===== src/rtl/opf_pkg.sv =====
package opf_pkg;

   localparam int MODE_W = 4;

   typedef enum logic [MODE_W-1:0] {
      M_IMM     = 4'd0,
      M_REG     = 4'd1,
      M_DIR     = 4'd2,
      M_IND     = 4'd3,
      M_RIND    = 4'd4,
      M_BOFS    = 4'd5,
      M_IDX     = 4'd6,
      M_PCR     = 4'd7,
      M_POSTINC = 4'd8,
      M_PREDEC  = 4'd9
   } amode_e;

   typedef enum logic [1:0] {
      ST_IDLE  = 2'd0,
      ST_FETCH = 2'd1,
      ST_DEREF = 2'd2
   } fsm_e;

   function automatic logic mode_legal(input logic [MODE_W-1:0] m);
      return m <= 4'd9;
   endfunction

endpackage


===== src/rtl/opf_regfile.sv =====
module opf_regfile #(
   parameter int W  = 16,
   parameter int N  = 8,
   localparam int IW = $clog2(N)
) (
   input  logic          clk,
   input  logic          rst_n,
   input  logic [IW-1:0] rd_a_idx,
   output logic [W-1:0]  rd_a,
   input  logic [IW-1:0] rd_b_idx,
   output logic [W-1:0]  rd_b,
   input  logic          aw_en,
   input  logic [IW-1:0] aw_idx,
   input  logic [W-1:0]  aw_data,
   input  logic          xw_en,
   input  logic [IW-1:0] xw_idx,
   input  logic [W-1:0]  xw_data
);

   logic [W-1:0] regs [N];

   // the automatic update takes priority over the external port
   always_ff @(posedge clk or negedge rst_n) begin
      if (!rst_n) begin
         for (int i = 0; i < N; i++) regs[i] <= '0;
      end else if (aw_en) begin
         regs[aw_idx] <= aw_data;
      end else if (xw_en) begin
         regs[xw_idx] <= xw_data;
      end
   end

   assign rd_a = regs[rd_a_idx];
   assign rd_b = regs[rd_b_idx];

endmodule


===== src/rtl/opf_agen.sv =====
module opf_agen
   import opf_pkg::*;
#(
   parameter int AW        = 16,
   parameter int OFS_W     = 8,
   parameter int SC_W      = 2,
   parameter bit MUL_SCALE = 1'b0
) (
   input  logic [MODE_W-1:0] mode,
   input  logic [AW-1:0]     field,
   input  logic [AW-1:0]     ra_val,
   input  logic [AW-1:0]     rb_val,
   input  logic [AW-1:0]     pc,
   input  logic [SC_W-1:0]   scale,
   output logic [AW-1:0]     ea,
   output logic [AW-1:0]     upd_val
);

   logic [AW-1:0] disp;
   logic [AW-1:0] step;
   logic [AW-1:0] scaled;

   assign disp = {{(AW-OFS_W){field[OFS_W-1]}}, field[OFS_W-1:0]};
   assign step = {{(AW-1){1'b0}}, 1'b1} << scale;

   generate
      if (MUL_SCALE) begin : g_mul
         assign scaled = rb_val * step;
      end else begin : g_shift
         assign scaled = rb_val << scale;
      end
   endgenerate

   always_comb begin
      ea      = '0;
      upd_val = ra_val;
      case (amode_e'(mode))
         M_DIR, M_IND:  ea = field;
         M_RIND:        ea = ra_val;
         M_BOFS:        ea = ra_val + disp;
         M_IDX:         ea = ra_val + scaled;
         M_PCR:         ea = pc + disp;
         M_POSTINC: begin
            ea      = ra_val;
            upd_val = ra_val + step;
         end
         M_PREDEC: begin
            ea      = ra_val - step;
            upd_val = ra_val - step;
         end
         default:       ea = '0;
      endcase
   end

endmodule


===== src/rtl/opf_seq.sv =====
module opf_seq
   import opf_pkg::*;
#(
   parameter int AW = 16,
   parameter int IW = 3
) (
   input  logic              clk,
   input  logic              rst_n,
   input  logic              start,
   input  logic [MODE_W-1:0] mode,
   input  logic [AW-1:0]     field,
   input  logic [IW-1:0]     ra_idx,
   input  logic [AW-1:0]     ra_val,
   input  logic [AW-1:0]     ea,
   input  logic [AW-1:0]     upd_val,
   input  logic              mem_valid,
   input  logic [AW-1:0]     mem_rdata,
   output logic              busy,
   output logic              done,
   output logic [AW-1:0]     operand,
   output logic [AW-1:0]     eff_addr,
   output logic              illegal,
   output logic              mem_req,
   output logic [AW-1:0]     mem_addr,
   output logic              auto_we,
   output logic [IW-1:0]     auto_idx,
   output logic [AW-1:0]     auto_data
);

   fsm_e          state;
   amode_e        cur_mode;
   logic [AW-1:0] upd_hold;
   logic [IW-1:0] idx_hold;
   logic          idle_start;
   logic          finish;

   assign busy       = (state != ST_IDLE);
   assign idle_start = (state == ST_IDLE) && start;
   assign finish     = mem_valid &&
                       ((state == ST_DEREF) ||
                        ((state == ST_FETCH) && (cur_mode != M_IND)));

   // pre-decrement writes back as the request is issued,
   // post-increment writes back when its data returns
   assign auto_we   = (idle_start && (mode == M_PREDEC)) ||
                      ((state == ST_FETCH) && mem_valid && (cur_mode == M_POSTINC));
   assign auto_idx  = (state == ST_IDLE) ? ra_idx  : idx_hold;
   assign auto_data = (state == ST_IDLE) ? upd_val : upd_hold;

   always_ff @(posedge clk or negedge rst_n) begin
      if (!rst_n) begin
         state    <= ST_IDLE;
         cur_mode <= M_IMM;
         upd_hold <= '0;
         idx_hold <= '0;
         done     <= 1'b0;
         operand  <= '0;
         eff_addr <= '0;
         illegal  <= 1'b0;
         mem_req  <= 1'b0;
         mem_addr <= '0;
      end else begin
         done <= 1'b0;
         case (state)
            ST_IDLE: begin
               if (start) begin
                  cur_mode <= amode_e'(mode);
                  upd_hold <= upd_val;
                  idx_hold <= ra_idx;
                  operand  <= '0;
                  eff_addr <= '0;
                  illegal  <= 1'b0;
                  if (!mode_legal(mode)) begin
                     illegal <= 1'b1;
                     done    <= 1'b1;
                  end else if (mode == M_IMM) begin
                     operand <= field;
                     done    <= 1'b1;
                  end else if (mode == M_REG) begin
                     operand <= ra_val;
                     done    <= 1'b1;
                  end else begin
                     mem_req  <= 1'b1;
                     mem_addr <= ea;
                     state    <= ST_FETCH;
                  end
               end
            end
            ST_FETCH: begin
               if (mem_valid && (cur_mode == M_IND)) begin
                  mem_addr <= mem_rdata;
                  state    <= ST_DEREF;
               end
            end
            ST_DEREF: ;
            default: state <= ST_IDLE;
         endcase
         if (finish) begin
            operand  <= mem_rdata;
            eff_addr <= mem_addr;
            done     <= 1'b1;
            mem_req  <= 1'b0;
            state    <= ST_IDLE;
         end
      end
   end

endmodule


===== src/rtl/operand_fetch.sv =====
module operand_fetch
   import opf_pkg::*;
#(
   parameter int DATA_W    = 16,
   parameter int OFS_W     = 8,
   parameter int REG_N     = 8,
   parameter int SC_W      = 2,
   parameter bit MUL_SCALE = 1'b0,
   localparam int RI_W     = $clog2(REG_N)
) (
   input  logic              clk,
   input  logic              rst_n,
   input  logic              start,
   input  logic [MODE_W-1:0] mode,
   input  logic [DATA_W-1:0] field,
   input  logic [RI_W-1:0]   ra_idx,
   input  logic [RI_W-1:0]   rb_idx,
   input  logic [DATA_W-1:0] pc,
   input  logic [SC_W-1:0]   scale,
   input  logic              rf_we,
   input  logic [RI_W-1:0]   rf_widx,
   input  logic [DATA_W-1:0] rf_wdata,
   output logic              busy,
   output logic              done,
   output logic [DATA_W-1:0] operand,
   output logic [DATA_W-1:0] eff_addr,
   output logic              illegal,
   output logic              mem_req,
   output logic [DATA_W-1:0] mem_addr,
   input  logic              mem_valid,
   input  logic [DATA_W-1:0] mem_rdata
);

   generate
      if (OFS_W < 2 || OFS_W > DATA_W) begin : g_bad_ofs
         $error("operand_fetch: OFS_W must lie in 2..DATA_W");
      end
      if (REG_N < 2 || (REG_N & (REG_N - 1)) != 0) begin : g_bad_regn
         $error("operand_fetch: REG_N must be a power of two, at least 2");
      end
      if (SC_W < 1 || SC_W > 3) begin : g_bad_sc
         $error("operand_fetch: SC_W must lie in 1..3");
      end
   endgenerate

   logic [DATA_W-1:0] ra_val, rb_val;
   logic [DATA_W-1:0] ea, upd_val;
   logic              auto_we;
   logic [RI_W-1:0]   auto_idx;
   logic [DATA_W-1:0] auto_data;
   logic              ext_we;

   assign ext_we = rf_we && !busy && !start;

   opf_regfile #(.W(DATA_W), .N(REG_N)) u_rf (
      .clk      (clk),
      .rst_n    (rst_n),
      .rd_a_idx (ra_idx),
      .rd_a     (ra_val),
      .rd_b_idx (rb_idx),
      .rd_b     (rb_val),
      .aw_en    (auto_we),
      .aw_idx   (auto_idx),
      .aw_data  (auto_data),
      .xw_en    (ext_we),
      .xw_idx   (rf_widx),
      .xw_data  (rf_wdata)
   );

   opf_agen #(.AW(DATA_W), .OFS_W(OFS_W), .SC_W(SC_W), .MUL_SCALE(MUL_SCALE)) u_agen (
      .mode    (mode),
      .field   (field),
      .ra_val  (ra_val),
      .rb_val  (rb_val),
      .pc      (pc),
      .scale   (scale),
      .ea      (ea),
      .upd_val (upd_val)
   );

   opf_seq #(.AW(DATA_W), .IW(RI_W)) u_seq (
      .clk       (clk),
      .rst_n     (rst_n),
      .start     (start),
      .mode      (mode),
      .field     (field),
      .ra_idx    (ra_idx),
      .ra_val    (ra_val),
      .ea        (ea),
      .upd_val   (upd_val),
      .mem_valid (mem_valid),
      .mem_rdata (mem_rdata),
      .busy      (busy),
      .done      (done),
      .operand   (operand),
      .eff_addr  (eff_addr),
      .illegal   (illegal),
      .mem_req   (mem_req),
      .mem_addr  (mem_addr),
      .auto_we   (auto_we),
      .auto_idx  (auto_idx),
      .auto_data (auto_data)
   );

endmodule


===== config.mk =====
export PLATFORM = sky130hd
export DESIGN_NAME = operand_fetch
export DESIGN_NICKNAME = d
export VERILOG_FILES = /design/src/rtl/opf_pkg.sv /design/src/rtl/opf_regfile.sv /design/src/rtl/opf_agen.sv /design/src/rtl/opf_seq.sv /design/src/rtl/operand_fetch.sv
export SDC_FILE = /design/constraint.sdc
export NUM_CORES = 1
export LEC_CHECK = 0
export ABC_CLOCK_PERIOD_IN_PS = 5400
export BUFFER_PORTS_ARGS = -buffer_cell sky130_fd_sc_hd__buf_2
export CORE_ASPECT_RATIO = 0.6
export CORE_MARGIN = 5
export CORE_UTILIZATION = 40
export DETAILED_ROUTE_END_ITERATION = 8
export SLEW_MARGIN = 20
export SYNTH_ARGS = -nofsm -noshare
export SYNTH_HDL_FRONTEND = slang
export SYNTH_HIERARCHICAL = 1
export SYNTH_SLANG_ARGS = --single-unit

===== constraint.sdc =====
create_clock -name clk -period 5.4 [get_ports clk]
set_input_delay 1.62 -clock clk [delete_from_list [all_inputs] [get_ports clk]]
set_output_delay 1.62 -clock clk [all_outputs]
set_load 0.01 [all_outputs]

==> flow_metrics.py <==
metrics = {
    "worst_setup_path": {
        "worst_path_largest_cell_delay_ns": 0.50,
        "critPathLaunchType": "input pin",
        "crit_top_cell": "mux4_2",
        "rr_startpoint": "u_rf/regs[35]$_DFFE_PN0P_",
        "critPathMaxFanout": 5,
        "crit_required_ns": 5.81,
        "path_buf_inv": 2,
        "arrival_ns": 5.44,
        "path_cells": "buf_2, buf_4, mux4_2, mux2_2, mux4_2, ha_1, a21oi_1, o211ai_1, a31oi_1, o221ai_1, mux2i_1, a211o_1, nand4b_1, o311a_1",
        "crit_type": "input pin to flip-flop",
        "critPathLaunch": "rb_idx[1]",
        "cp-end-kind": "flip-flop",
        "cp_top_family": "compound AO/OA/AOI/OAI gates",
        "slowest_stage": "mux4_2",
    },
    "yosys": {
        "ys_ff_latch": 204,
        "synth-edff-count": 0,
        "synth_top_family_by_area": "compound AO/OA/AOI/OAI gates",
        "synth-xor-area-share_pct": 2.569,
        "synth_nets": 1774,
        "netlist_area_um2": 15680,
        "synth_area_leaders": "dfrtp_1, mux4_2, a22oi_1, nand2_1, mux2_2",
        "synth_most_common_cell": "nand2_1",
        "syn_area_per_cell_um2": 9.528,
        "muxShareOfSynthArea_pct": 17.94,
        "ys_seq_area_share_pct": 32.55,
        "synthAdderAreaFrac_pct": 3.702,
        "synth_top_area_share_pct": 32.55,
        "yosys.area.top_type": "dfrtp_1",
        "yosysWarnings": 6,
        "synthDistinctLibCells": 85,
        "synth_compound_area_share_pct": 20.43,
        "synth_commonest_cells": "nand2_1, dfrtp_1, o21ai_0, a22oi_1, clkbuf_1",
        "synth_ff_type": "dfrtp_1",
        "synthSimpleGateAreaFrac_pct": 16.33,
        "ys_async_sr_fraction_pct": 100.0,
        "synthCells": 1646,
    },
    "detailed_routing": {
        "wl_per_cell_um": 26.26,
        "drtIter0Drc": 1934,
        "avgViaCountPerCell": 6.465,
        "first_pass_iters": 6,
        "vias": 14766,
        "drtAntennaViolNets": 0,
        "drc": 0,
        "wl_um": 59970,
    },
    "sta": {
        "period_share_pct": 93.18,
        "report.final.slew_viol_count": 0,
        "slew_headroom_pct": 20.77,
        "timing_hold_violations_final": 0,
        "fin_crit_ns": 5.032,
        "finalSetupViolCount": 0,
        "worst_pin_slew_ns": 1.187,
        "skew_ns": 0.01607,
        "worst_slack_ns": 0.3682,
        "fmax_mhz": 198.7,
        "rsz0062_at_grt": "no",
    },
    "cts": {
        "cts_tree": "built",
        "post_cts_buffers": 0,
        "cts_resized": 0,
        "cts_hold_buf": 0,
        "cts_buffer_depth": 3,
        "clkSlewWorstSetupHoldPaths_ns": 0.06,
        "htree_levels": 1,
        "cts_sinks": 204,
        "clock_latency_ns": 0.53,
        "numCtsBuffers": 23,
        "cts_root_buffer": "clkbuf_16",
    },
    "pwr": {
        "switchingPower_mw": 3.166,
        "power_density_nw_per_um2": 431.9,
        "power_frac_seq_pct": 31.6,
        "pwr-share-clk_pct": 19.2,
        "switching_share_pct": 40.96,
        "combPwrFrac_pct": 49.2,
        "max-vdd-ir-drop_v": 0.0002239,
        "power.internal_mw": 4.562,
        "p_leak_nw": 7.894,
    },
    "placed_design": {
        "place_hpwl_um": 42620,
        "gp_congestion": 0.9605,
        "pre_cts_ws_ns": -0.04446,
        "io_buffers": 135,
    },
    "run": {
        "max_cap_viol_count": 0,
    },
    "floorplan": {
        "io_pins": 136,
        "die_w_um": 265.6,
        "die_h_um": 163.4,
        "placementRows": 56,
        "initial_core_util_pct": 40.33,
        "dieArea_um2": 43400,
        "coreArea_um2": 38890,
    },
    "status": {
        "outcome": "finished, final reports clean",
    },
    "grt": {
        "track_usage_pct": 26.80,
        "grt_max_degree": 106,
        "grt_overflow": 0,
        "antenna_found_initial": 2,
        "grt_first_pass_wirelength_um": 90510,
        "grt_pass1_vias": 14578,
    },
    "finish": {
        "area_delta_synth_final_pct": 14.11,
        "final_core_util_pct": 46.02,
        "drive_above_1_share_pct": 26.53,
        "fillCellCount": 3694,
        "nets": 1872,
    },
    "hold_path": {
        "min_from": "u_seq/idx_hold[1]$_DFFE_PN0P_",
        "holdCritPathClass": "flip-flop to flip-flop",
    },
}
power by group through the flow:
stage	clock network [mW]	registers [mW]	logic, mW
floorplan	0	2.36	2.52
global placement	0	2.42	3.63
detailed placement	0	2.44	3.72
CTS	1.51	2.42	3.73
global route	1.57	2.49	4.12
finish	1.48	2.44	3.80
final cells by class:
class                           count  area (µm²)  share of cell area (%)
Antenna cell                        2       5.005                 0.02797
Clock buffer                       34       636.9                   3.559
Clock inverter                      7       37.54                  0.2098
Inverter                           48       180.2                   1.007
Multi-Input combinational cell   1216        9659                   53.98
Sequential cell                   204        5105                   28.53
Tap cell                          522       653.1                   3.650
Timing Repair Buffer              251        1618                   9.041
registers in the layout (all words and copies together) (netlist names), 2 cells and up:
name	flops
u_seq/upd_hold	16
u_seq/cur_mode	4
u_seq/mem_addr	16
u_seq/idx_hold	3
u_seq/operand	16
u_rf/regs	128
u_seq/state	2
u_seq/eff_addr	16
metrics by stage:
step	std cells	hold slack (ns)	TNS [ns]	power (mW)	instance area, µm²
6_report	2284	0.4712	0	7.728	17890
2_1_floorplan	1646	0.4417	0	4.882	15690
4_1_cts	2282	0.4762	0	7.662	17890
3_5_place_dp	2241	0.4592	-0.09426	6.156	17220
3_3_place_gp	2241	0.4529	-0.1929	6.051	17220
5_1_grt	2284	0.4918	0	8.182	17890
cells by family after synthesis:
kind of cell	after synthesis
flip-flops	204
AO/OA/AOI/OAI	477
buffers and inverters	226
XOR/XNOR	46
multiplexers	179
AND/OR/NAND/NOR	470
adder cells (fa/ha/maj)	44
worst min-delay path, stage by stage, from the launching register on:
cell and delay [ns]:
dfrtp_1 0.34, nand2_1 0.05, nand2_1 0.05
routing by layer:
layer  vias up  routed length, µm  GRT usage, %
met5         -                  0             0
met4         0               1582         7.084
met3       133               7869         8.762
met2       959              24210         36.53
met1      7321              26310         40.63
li1       6353                  -             -
cells in the final DEF (no fill, tap or decap), types with 7 or more instances in the layout:
cell type	instances
nand2_1	248
dfrtp_1	204
o21ai_0	140
buf_2	134
a22oi_1	132
buf_4	111
mux4_2	75
mux2_2	66
inv_1	48
a21oi_1	42
ha_1	40
mux2i_1	38
nor2_1	25
nor3_1	24
xor2_1	24
clkbuf_16	23
xnor2_1	22
nand4b_1	21
or3_1	19
a211o_1	18
o211ai_1	16
o21ai_1	16
o311a_1	16
a2111oi_0	16
a21o_1	15
and2_1	15
nand2b_1	12
a31oi_1	11
nand3_1	11
clkbuf_1	9
nor2b_1	8
o221ai_1	7
final timing paths:
check	end	slack, ns	cells after the start
min	u_seq/idx_hold[1]$_DFFE_PN0P_	0.47	2
min reg2reg	u_seq/idx_hold[1]$_DFFE_PN0P_	0.47	2
max in group asynchronous	u_rf/regs[119]$_DFFE_PN0P_	3.18	2
max reg2reg	u_seq/mem_addr[13]$_DFFE_PN0P_	1.42	12
max	u_seq/mem_addr[13]$_DFFE_PN0P_	0.37	14
min in group asynchronous	u_rf/regs[35]$_DFFE_PN0P_	1.18	1
Power figures use the tool's default switching activity.
